<file path="config.mk">
export PLATFORM = sky130hd
export DESIGN_NAME = int_addsub_unit
export DESIGN_NICKNAME = d
export VERILOG_FILES = /design/src/rtl/addsub_pkg.sv /design/src/rtl/addsub_operands.sv /design/src/rtl/addsub_adder.sv /design/src/rtl/addsub_cond.sv /design/src/rtl/int_addsub_unit.sv
export SDC_FILE = /design/constraint.sdc
export NUM_CORES = 1
export LEC_CHECK = 0
export BUFFER_PORTS_ARGS = -buffer_cell sky130_fd_sc_hd__clkbuf_2
export CAP_MARGIN = 15
export CORE_MARGIN = 2
export CORE_UTILIZATION = 49
export CTS_CLUSTER_SIZE = 16
export DETAILED_ROUTE_END_ITERATION = 12
export PLACE_DENSITY_LB_ADDON = 0.25
export SYNTH_ARGS = -nofsm -noshare
export SYNTH_HDL_FRONTEND = slang
export SYNTH_HIERARCHICAL = 1
export SYNTH_SLANG_ARGS = --single-unit
</file>
<file path="constraint.sdc">
create_clock -name clk -period 5.5 [get_ports clk]
set_input_delay 1.1 -clock clk [delete_from_list [all_inputs] [get_ports clk]]
set_output_delay 1.1 -clock clk [all_outputs]
set_load 0.05 [all_outputs]
</file>
<file path="src/rtl/addsub_pkg.sv">
package addsub_pkg;

  typedef enum logic [3:0] {
    OP_ADD    = 4'd0,
    OP_ADDC   = 4'd1,
    OP_ADDE   = 4'd2,
    OP_ADDME  = 4'd3,
    OP_ADDZE  = 4'd4,
    OP_SUBF   = 4'd5,
    OP_SUBFC  = 4'd6,
    OP_SUBFE  = 4'd7,
    OP_SUBFME = 4'd8,
    OP_SUBFZE = 4'd9,
    OP_NEG    = 4'd10,
    OP_ADDI   = 4'd11,
    OP_ADDIS  = 4'd12,
    OP_ADDIC  = 4'd13,
    OP_ADDICR = 4'd14,
    OP_SUBFIC = 4'd15
  } alu_op_e;

  typedef struct packed {
    logic ca;
    logic ov;
    logic so;
  } flags_t;

endpackage

</file>
<file path="src/rtl/addsub_operands.sv">
module addsub_operands
  import addsub_pkg::*;
#(
  parameter int W  = 32,
  parameter int IW = 16
) (
  input  alu_op_e         op,
  input  logic [W-1:0]    a,
  input  logic [W-1:0]    b,
  input  logic [IW-1:0]   imm,
  input  logic            a_is_r0,
  input  logic            ca_in,
  output logic [W-1:0]    x,
  output logic [W-1:0]    y,
  output logic            cin,
  output logic            ca_wr,
  output logic            rc_force
);

  localparam int EXT = W - IW;

  logic [W-1:0] imm_sx;
  logic [W-1:0] imm_hi;
  logic [W-1:0] a_or_zero;

  assign imm_sx    = {{EXT{imm[IW-1]}}, imm};
  assign imm_hi    = W'(imm) << IW;
  assign a_or_zero = a_is_r0 ? '0 : a;

  always_comb begin
    x        = a;
    y        = b;
    cin      = 1'b0;
    ca_wr    = 1'b0;
    rc_force = 1'b0;
    unique case (op)
      OP_ADD:    begin end
      OP_ADDC:   ca_wr = 1'b1;
      OP_ADDE:   begin cin = ca_in; ca_wr = 1'b1; end
      OP_ADDME:  begin y = '1; cin = ca_in; ca_wr = 1'b1; end
      OP_ADDZE:  begin y = '0; cin = ca_in; ca_wr = 1'b1; end
      OP_SUBF:   begin x = ~a; cin = 1'b1; end
      OP_SUBFC:  begin x = ~a; cin = 1'b1; ca_wr = 1'b1; end
      OP_SUBFE:  begin x = ~a; cin = ca_in; ca_wr = 1'b1; end
      OP_SUBFME: begin x = ~a; y = '1; cin = ca_in; ca_wr = 1'b1; end
      OP_SUBFZE: begin x = ~a; y = '0; cin = ca_in; ca_wr = 1'b1; end
      OP_NEG:    begin x = ~a; y = '0; cin = 1'b1; end
      OP_ADDI:   begin x = a_or_zero; y = imm_sx; end
      OP_ADDIS:  begin x = a_or_zero; y = imm_hi; end
      OP_ADDIC:  begin y = imm_sx; ca_wr = 1'b1; end
      OP_ADDICR: begin y = imm_sx; ca_wr = 1'b1; rc_force = 1'b1; end
      OP_SUBFIC: begin x = ~a; y = imm_sx; cin = 1'b1; ca_wr = 1'b1; end
      default:   begin end
    endcase
  end

endmodule

</file>
<file path="src/rtl/addsub_adder.sv">
module addsub_adder #(
  parameter int W = 32
) (
  input  logic [W-1:0] x,
  input  logic [W-1:0] y,
  input  logic         cin,
  output logic [W-1:0] sum,
  output logic         cout,
  output logic         ovf
);

  logic [W:0] wide;

  assign wide = {1'b0, x} + {1'b0, y} + {{W{1'b0}}, cin};
  assign sum  = wide[W-1:0];
  assign cout = wide[W];
  assign ovf  = (x[W-1] == y[W-1]) && (sum[W-1] != x[W-1]);

endmodule

</file>
<file path="src/rtl/addsub_cond.sv">
module addsub_cond #(
  parameter int W = 32
) (
  input  logic [W-1:0] value,
  output logic [3:0]   nibble
);

  logic neg, zero, pos;

  assign neg    = value[W-1];
  assign zero   = (value == '0);
  assign pos    = !neg && !zero;
  assign nibble = {neg, pos, zero, 1'b0};

endmodule

</file>
<file path="src/rtl/int_addsub_unit.sv">
module int_addsub_unit
  import addsub_pkg::*;
#(
  parameter int W  = 32,
  parameter int IW = 16
) (
  input  logic          clk,
  input  logic          rst_n,
  input  logic          op_valid,
  input  logic [3:0]    op_sel,
  input  logic [W-1:0]  src_a,
  input  logic [W-1:0]  src_b,
  input  logic [IW-1:0] imm,
  input  logic          a_is_r0,
  input  logic          oe_en,
  input  logic          rc_en,
  output logic [W-1:0]  result,
  output logic          ca_flag,
  output logic          ov_flag,
  output logic          so_flag,
  output logic [3:0]    cond_field
);

  // reset: asynchronous assert, synchronous release
  logic [1:0] rst_pipe;
  logic       rst_int_n;

  always_ff @(posedge clk or negedge rst_n) begin
    if (!rst_n) rst_pipe <= 2'b00;
    else        rst_pipe <= {rst_pipe[0], 1'b1};
  end
  assign rst_int_n = rst_pipe[1];

  flags_t     flg_q, flg_d;
  logic [3:0] cond_q, cond_d;

  logic [W-1:0] opx, opy, sum;
  logic         cin, ca_wr, rc_force, cout, ovf;
  logic [3:0]   cmp_nib;

  addsub_operands #(.W(W), .IW(IW)) u_ops (
    .op       (alu_op_e'(op_sel)),
    .a        (src_a),
    .b        (src_b),
    .imm      (imm),
    .a_is_r0  (a_is_r0),
    .ca_in    (flg_q.ca),
    .x        (opx),
    .y        (opy),
    .cin      (cin),
    .ca_wr    (ca_wr),
    .rc_force (rc_force)
  );

  addsub_adder #(.W(W)) u_add (
    .x    (opx),
    .y    (opy),
    .cin  (cin),
    .sum  (sum),
    .cout (cout),
    .ovf  (ovf)
  );

  addsub_cond #(.W(W)) u_cmp (
    .value  (sum),
    .nibble (cmp_nib)
  );

  always_comb begin
    flg_d  = flg_q;
    cond_d = cond_q;
    if (ca_wr)          flg_d.ca = cout;
    if (oe_en)          flg_d.ov = ovf;
    if (oe_en && ovf)   flg_d.so = 1'b1;
    if (rc_en || rc_force) cond_d = cmp_nib;
  end

  always_ff @(posedge clk or negedge rst_int_n) begin
    if (!rst_int_n) begin
      flg_q  <= '0;
      cond_q <= '0;
    end else if (op_valid) begin
      flg_q  <= flg_d;
      cond_q <= cond_d;
    end
  end

  assign result     = sum;
  assign ca_flag    = flg_q.ca;
  assign ov_flag    = flg_q.ov;
  assign so_flag    = flg_q.so;
  assign cond_field = cond_q;

endmodule

</file>
==> results by stage <==
Status:
- The flow ran to the end, but the final reports show violations.
- The checks that failed: setup timing.

Layout:
- The share of post-route cells with drive strength above 1 is 47.4%.
- The sequential cells in the finished layout cover a total of 225 µm².
- At the end of the flow, the number of nets in the layout was 977.
- The relative area change from synthesis to final layout is 67.1%.
- The area of the multi-input gates is 3860 µm².
- The fill cell total of the finished layout is 515.
- The repair_antennas step left the layout with diodes totalling 0.

Critical path:
- At the worst endpoint, the arrival time is 4.84 ns.
- Along the worst path, the maximum fanout reaches 8.
- The start-to-end type of the worst setup path is input pin to primary output.
- The beginning of the worst register-to-register path is ca_flag.
- Traced cell by cell, the critical path runs through buf_12 > buf_8 > a21o_1 > a222oi_1 > fa_2 > buf_6 > a211oi_2 > nor2_2 > a41oi_2 > buf_4 > o41a_1 > o21ai_4 > a41oi_2 > xnor2_2 > buf_12.
- The maximum single-stage delay on the critical path is 0.87 ns.
- The timing startpoint of the critical path is op_sel[1].
- The critical path launch point type is an input pin.
- The endpoint kind of the worst setup timing path is a primary output.
- At the worst endpoint, the required time is 4.40 ns.
- The slowest stage of the critical path is the sky130_fd_sc_hd__a222oi_1 cell.

Power:
- In this run the power spent charging and discharging nets is 0.00128 W.
- The clock network fraction of total power is 3.0%.
- VDD sags by at most 0.369 mV.
- The leakage power is 3.44 nW.
- The power share of the sequential group is 3.9%.
- Of the total power, the share spent switching nets is 52.4%.
- The share of total power dissipated in combinational logic is 93.1%.
- The total power density per cell area is 342 nW/µm².
- Internal power comes to 0.00117 W.

STA:
- The final count of negative-setup-slack endpoints is 23.
- The final hold violation count was 0.
- The transition time of the tightest slew-check pin is 0.973 ns.
- The worst clock skew is 0.00242 ns.
- The final critical-path setup slack is -0.444 ns.
- The minimum clock period after layout is 5.94 ns.
- The number of max-slew violations in the final report is 0.
- The max-slew headroom at the worst pin is 35.2%.
- Static timing analysis puts the maximum clock frequency at 0.168 GHz.
- Setup repair after global routing could not meet its margin everywhere.
- The worst hold slack after final layout is 0.124 ns.
- The worst path uses 108% of the clock period.

Logic synthesis:
- The unique cell type count in the Yosys netlist is 76.
- For this run, the number of Yosys warnings is 6.
- Summing the sequential cell areas from Yosys gives 5.25% of the chip area.
- Sorting the synthesized cells by how often they occur yields 59 x sky130_fd_sc_hd__o21ai_0, 57 x sky130_fd_sc_hd__inv_1, 54 x sky130_fd_sc_hd__nor4_1, 33 x sky130_fd_sc_hd__a21oi_1.
- The proportion of netlist area held by the largest area contributor is 9.04%.
- The most frequently used cell type in the post-synthesis netlist is sky130_fd_sc_hd__o21ai_0.
- Synthesis produced 604 cells.
- For this run, the leading register cell type out of synthesis is sky130_fd_sc_hd__dfrtp_1.
- Each instance of the synthesized netlist takes up on average 7.10 µm².
- Sorting the synthesized cells by area gives the leading types as sky130_fd_sc_hd__ha_1 9.0%, sky130_fd_sc_hd__nor4_1 7.9%, sky130_fd_sc_hd__o21ai_0 6.9%.
- In this run the cell area of the synthesized design comes to 4290 µm².
- Of all flip-flops after synthesis, the portion carrying an async set or reset was 100%.
- The count of flip-flops with a built-in enable after synthesis is 0.
- The largest total area in the synthesized netlist belongs to sky130_fd_sc_hd__ha_1.
- Synthesis inferred 9 register bits.
- When the netlist entered floorplanning its net count stood at 727.

Clocking:
- The total CTS buffers is 3.
- The clock net in this run drives a total of 9 sinks.
- TritonCTS built the clock tree.
- CTS placed an instance of sky130_fd_sc_hd__clkbuf_8 at the clock tree root.
- No sink is reached through more buffers than the 2 on the longest clock path.
- The clock slew seen by the registers of the worst setup and hold paths is 0.04 ns.
- The number of hold buffers added after CTS was 0.
- The clock insertion delay at the later pin of the skew report is 0.23 ns.
- CTS built an H-tree with a depth of 1.

Global routing:
- The total overflow left after global routing is 0.
- The number of global-route vias before repair was 5852.
- The largest net degree at the start of global routing is 46.
- The first global-routing pass estimated 28200 µm of wire.
- The total track usage is 35.4%.
- The initial antenna violation count was 0.

Routing:
- The final routed wire length divided by cell count is 21.9 µm.
- For this block, the via count after detailed routing is 6574.
- The residual antenna-violating net count after detailed routing is 0.
- The first TritonRoute pass finished after 8 iterations.
- The number of vias per cell is 6.84.
- The initial detailed-routing violation count is 1053.
- The routed design has 21000 µm of wire.
- After detailed routing, the number of remaining DRC violations is 0.

Min path:
- The class of the worst hold path is register to asynchronous set/reset pin.

Floorplanning:
- In this run the count of I/O pins placed on the die edge is 129.
- The die covers 9520 µm².
- The floorplan has 34 rows.
- The starting density of the core is 49.9%.
- From left edge to right edge, the die measures 97.6 µm.
- Measured along the y axis, the die boundary spans 97.6 µm.
- The core area is 8590 µm².

Job:
- Across the run, the number of max-cap violations was 0.

Placed design:
- The post-placement setup slack is -0.287 ns.
- The number of I/O port buffers is 128.
- The placer congestion estimate is 0.924.
- Once detailed placement completed, the half-perimeter wirelength came to 13700 µm.
critical path: cells and delay by family:
family                     cells  cell delay (ns)
adders and majority gates      1             0.46
AOI/OAI and AO/OA              7             2.18
buffers and inverters          5             0.71
xor gates and xnor gates       1             0.24
and+or+nand+nor                1             0.15
state kept, by name, indices dropped and copies added, names as in the netlist:
name,flops
ca_flag,1
cond_field,4
ov_flag,1
rst_pipe,2
so_flag,1
per-stage QoR:
step	instances	setup TNS (ns)	util, %	power [W]	area (µm²)
global placement	923	-0.914	73.8	0.00210	6340
finish	961	-6.38	83.4	0.00245	7170
global route	961	-8.14	83.4	0.00254	7170
detailed placement	923	-2.38	73.8	0.00213	6340
CTS	937	0	77.4	0.00228	6650
floorplan	604	-0.0627	-	0.00124	4430
cell usage in the layout, fill, tap and decap left out, types with 4 or more instances in the layout:
| master | n |
|---|---|
| sky130_fd_sc_hd__inv_1 | 57 |
| sky130_fd_sc_hd__xnor2_2 | 10 |
| sky130_fd_sc_hd__mux2_1 | 6 |
| sky130_fd_sc_hd__a21o_1 | 17 |
| sky130_fd_sc_hd__a32oi_1 | 26 |
| sky130_fd_sc_hd__nand3_1 | 8 |
| sky130_fd_sc_hd__a21oi_1 | 26 |
| sky130_fd_sc_hd__buf_6 | 8 |
| sky130_fd_sc_hd__o21ai_0 | 55 |
| sky130_fd_sc_hd__a22o_1 | 15 |
| sky130_fd_sc_hd__o21bai_1 | 5 |
| sky130_fd_sc_hd__o21a_1 | 5 |
| sky130_fd_sc_hd__nor2b_1 | 5 |
| sky130_fd_sc_hd__a32oi_2 | 6 |
| sky130_fd_sc_hd__nand4_1 | 8 |
| sky130_fd_sc_hd__nor4_1 | 53 |
| sky130_fd_sc_hd__buf_12 | 34 |
| sky130_fd_sc_hd__ha_1 | 28 |
| sky130_fd_sc_hd__xor2_2 | 5 |
| sky130_fd_sc_hd__a222oi_1 | 15 |
| sky130_fd_sc_hd__dfrtp_1 | 9 |
| sky130_fd_sc_hd__buf_8 | 6 |
| sky130_fd_sc_hd__nand2_1 | 26 |
| sky130_fd_sc_hd__clkbuf_16 | 5 |
| sky130_fd_sc_hd__buf_4 | 157 |
| sky130_fd_sc_hd__nor2_1 | 18 |
| sky130_fd_sc_hd__clkbuf_2 | 96 |
| sky130_fd_sc_hd__and3_1 | 5 |
| sky130_fd_sc_hd__nor3_1 | 17 |
| sky130_fd_sc_hd__o21ai_1 | 4 |
| sky130_fd_sc_hd__a21oi_2 | 18 |
| sky130_fd_sc_hd__xnor2_1 | 8 |
power by group through the flow:
stage	clock network, W	registers, W	logic (W)
after floorplan	0	0.000146	0.00110
after global placement	0	0.0000936	0.00201
after detailed placement	0	0.0000952	0.00204
after CTS	0.0000755	0.0000945	0.00211
after global routing	0.0000770	0.0000960	0.00237
final	0.0000743	0.0000946	0.00228
cell families after synthesis:
kind of cell    share of synthesized area, %
fa+ha+maj                               9.98
compound gates                          39.4
other cells                            0.175
mux                                     2.16
simple gates                            23.0
buf+inv                                 14.6
flops                                   5.25
xor+xnor                                5.51
path summary, 6_finish.rpt:
| kind | end | slack (ns) | depth (start not counted) |
|---|---|---|---|
| max in group asynchronous | rst_pipe[1] | 4.76 | 1 |
| worst max register to register | cond_field[2] | 0.93 | 19 |
| min in group clk | rst_pipe[1] | 0.36 | 0 |
| worst min register to register | cond_field[0] | 0.12 | 0 |
| worst max-delay path | result[31] | -0.44 | 15 |
| worst min-delay path | cond_field[0] | 0.12 | 0 |
routing by layer:
| metal | track usage (%) | routed length (µm) | vias up |
|---|---|---|---|
| met3 | 4.03 | 2160 | 175 |
| met4 | 18.2 | 1630 | 0 |
| met5 | 0 | 0 | - |
| met2 | 60.1 | 9590 | 588 |
| li1 | - | - | 2832 |
| met1 | 44.0 | 7640 | 2979 |
timing repair:
item | CTS | global route
buffers inserted | 9 | 17
gates resized for setup | 36 | 59
setup endpoints to repair | 20 | 20
endpoints found under the hold margin | 0 | 0
cloned | 1 | 7
pin swaps | 22 | 32
cell type report:
cell class                      count  area share (%)
Tap cell                          108            1.89
Clock buffer                        4           0.629
Sequential cell                     9            3.14
Multi-Input combinational cell    474            53.9
Inverter                           58            3.04
Timing Repair Buffer              308            37.4
Note: power is estimated with default switching activity, not from simulation.
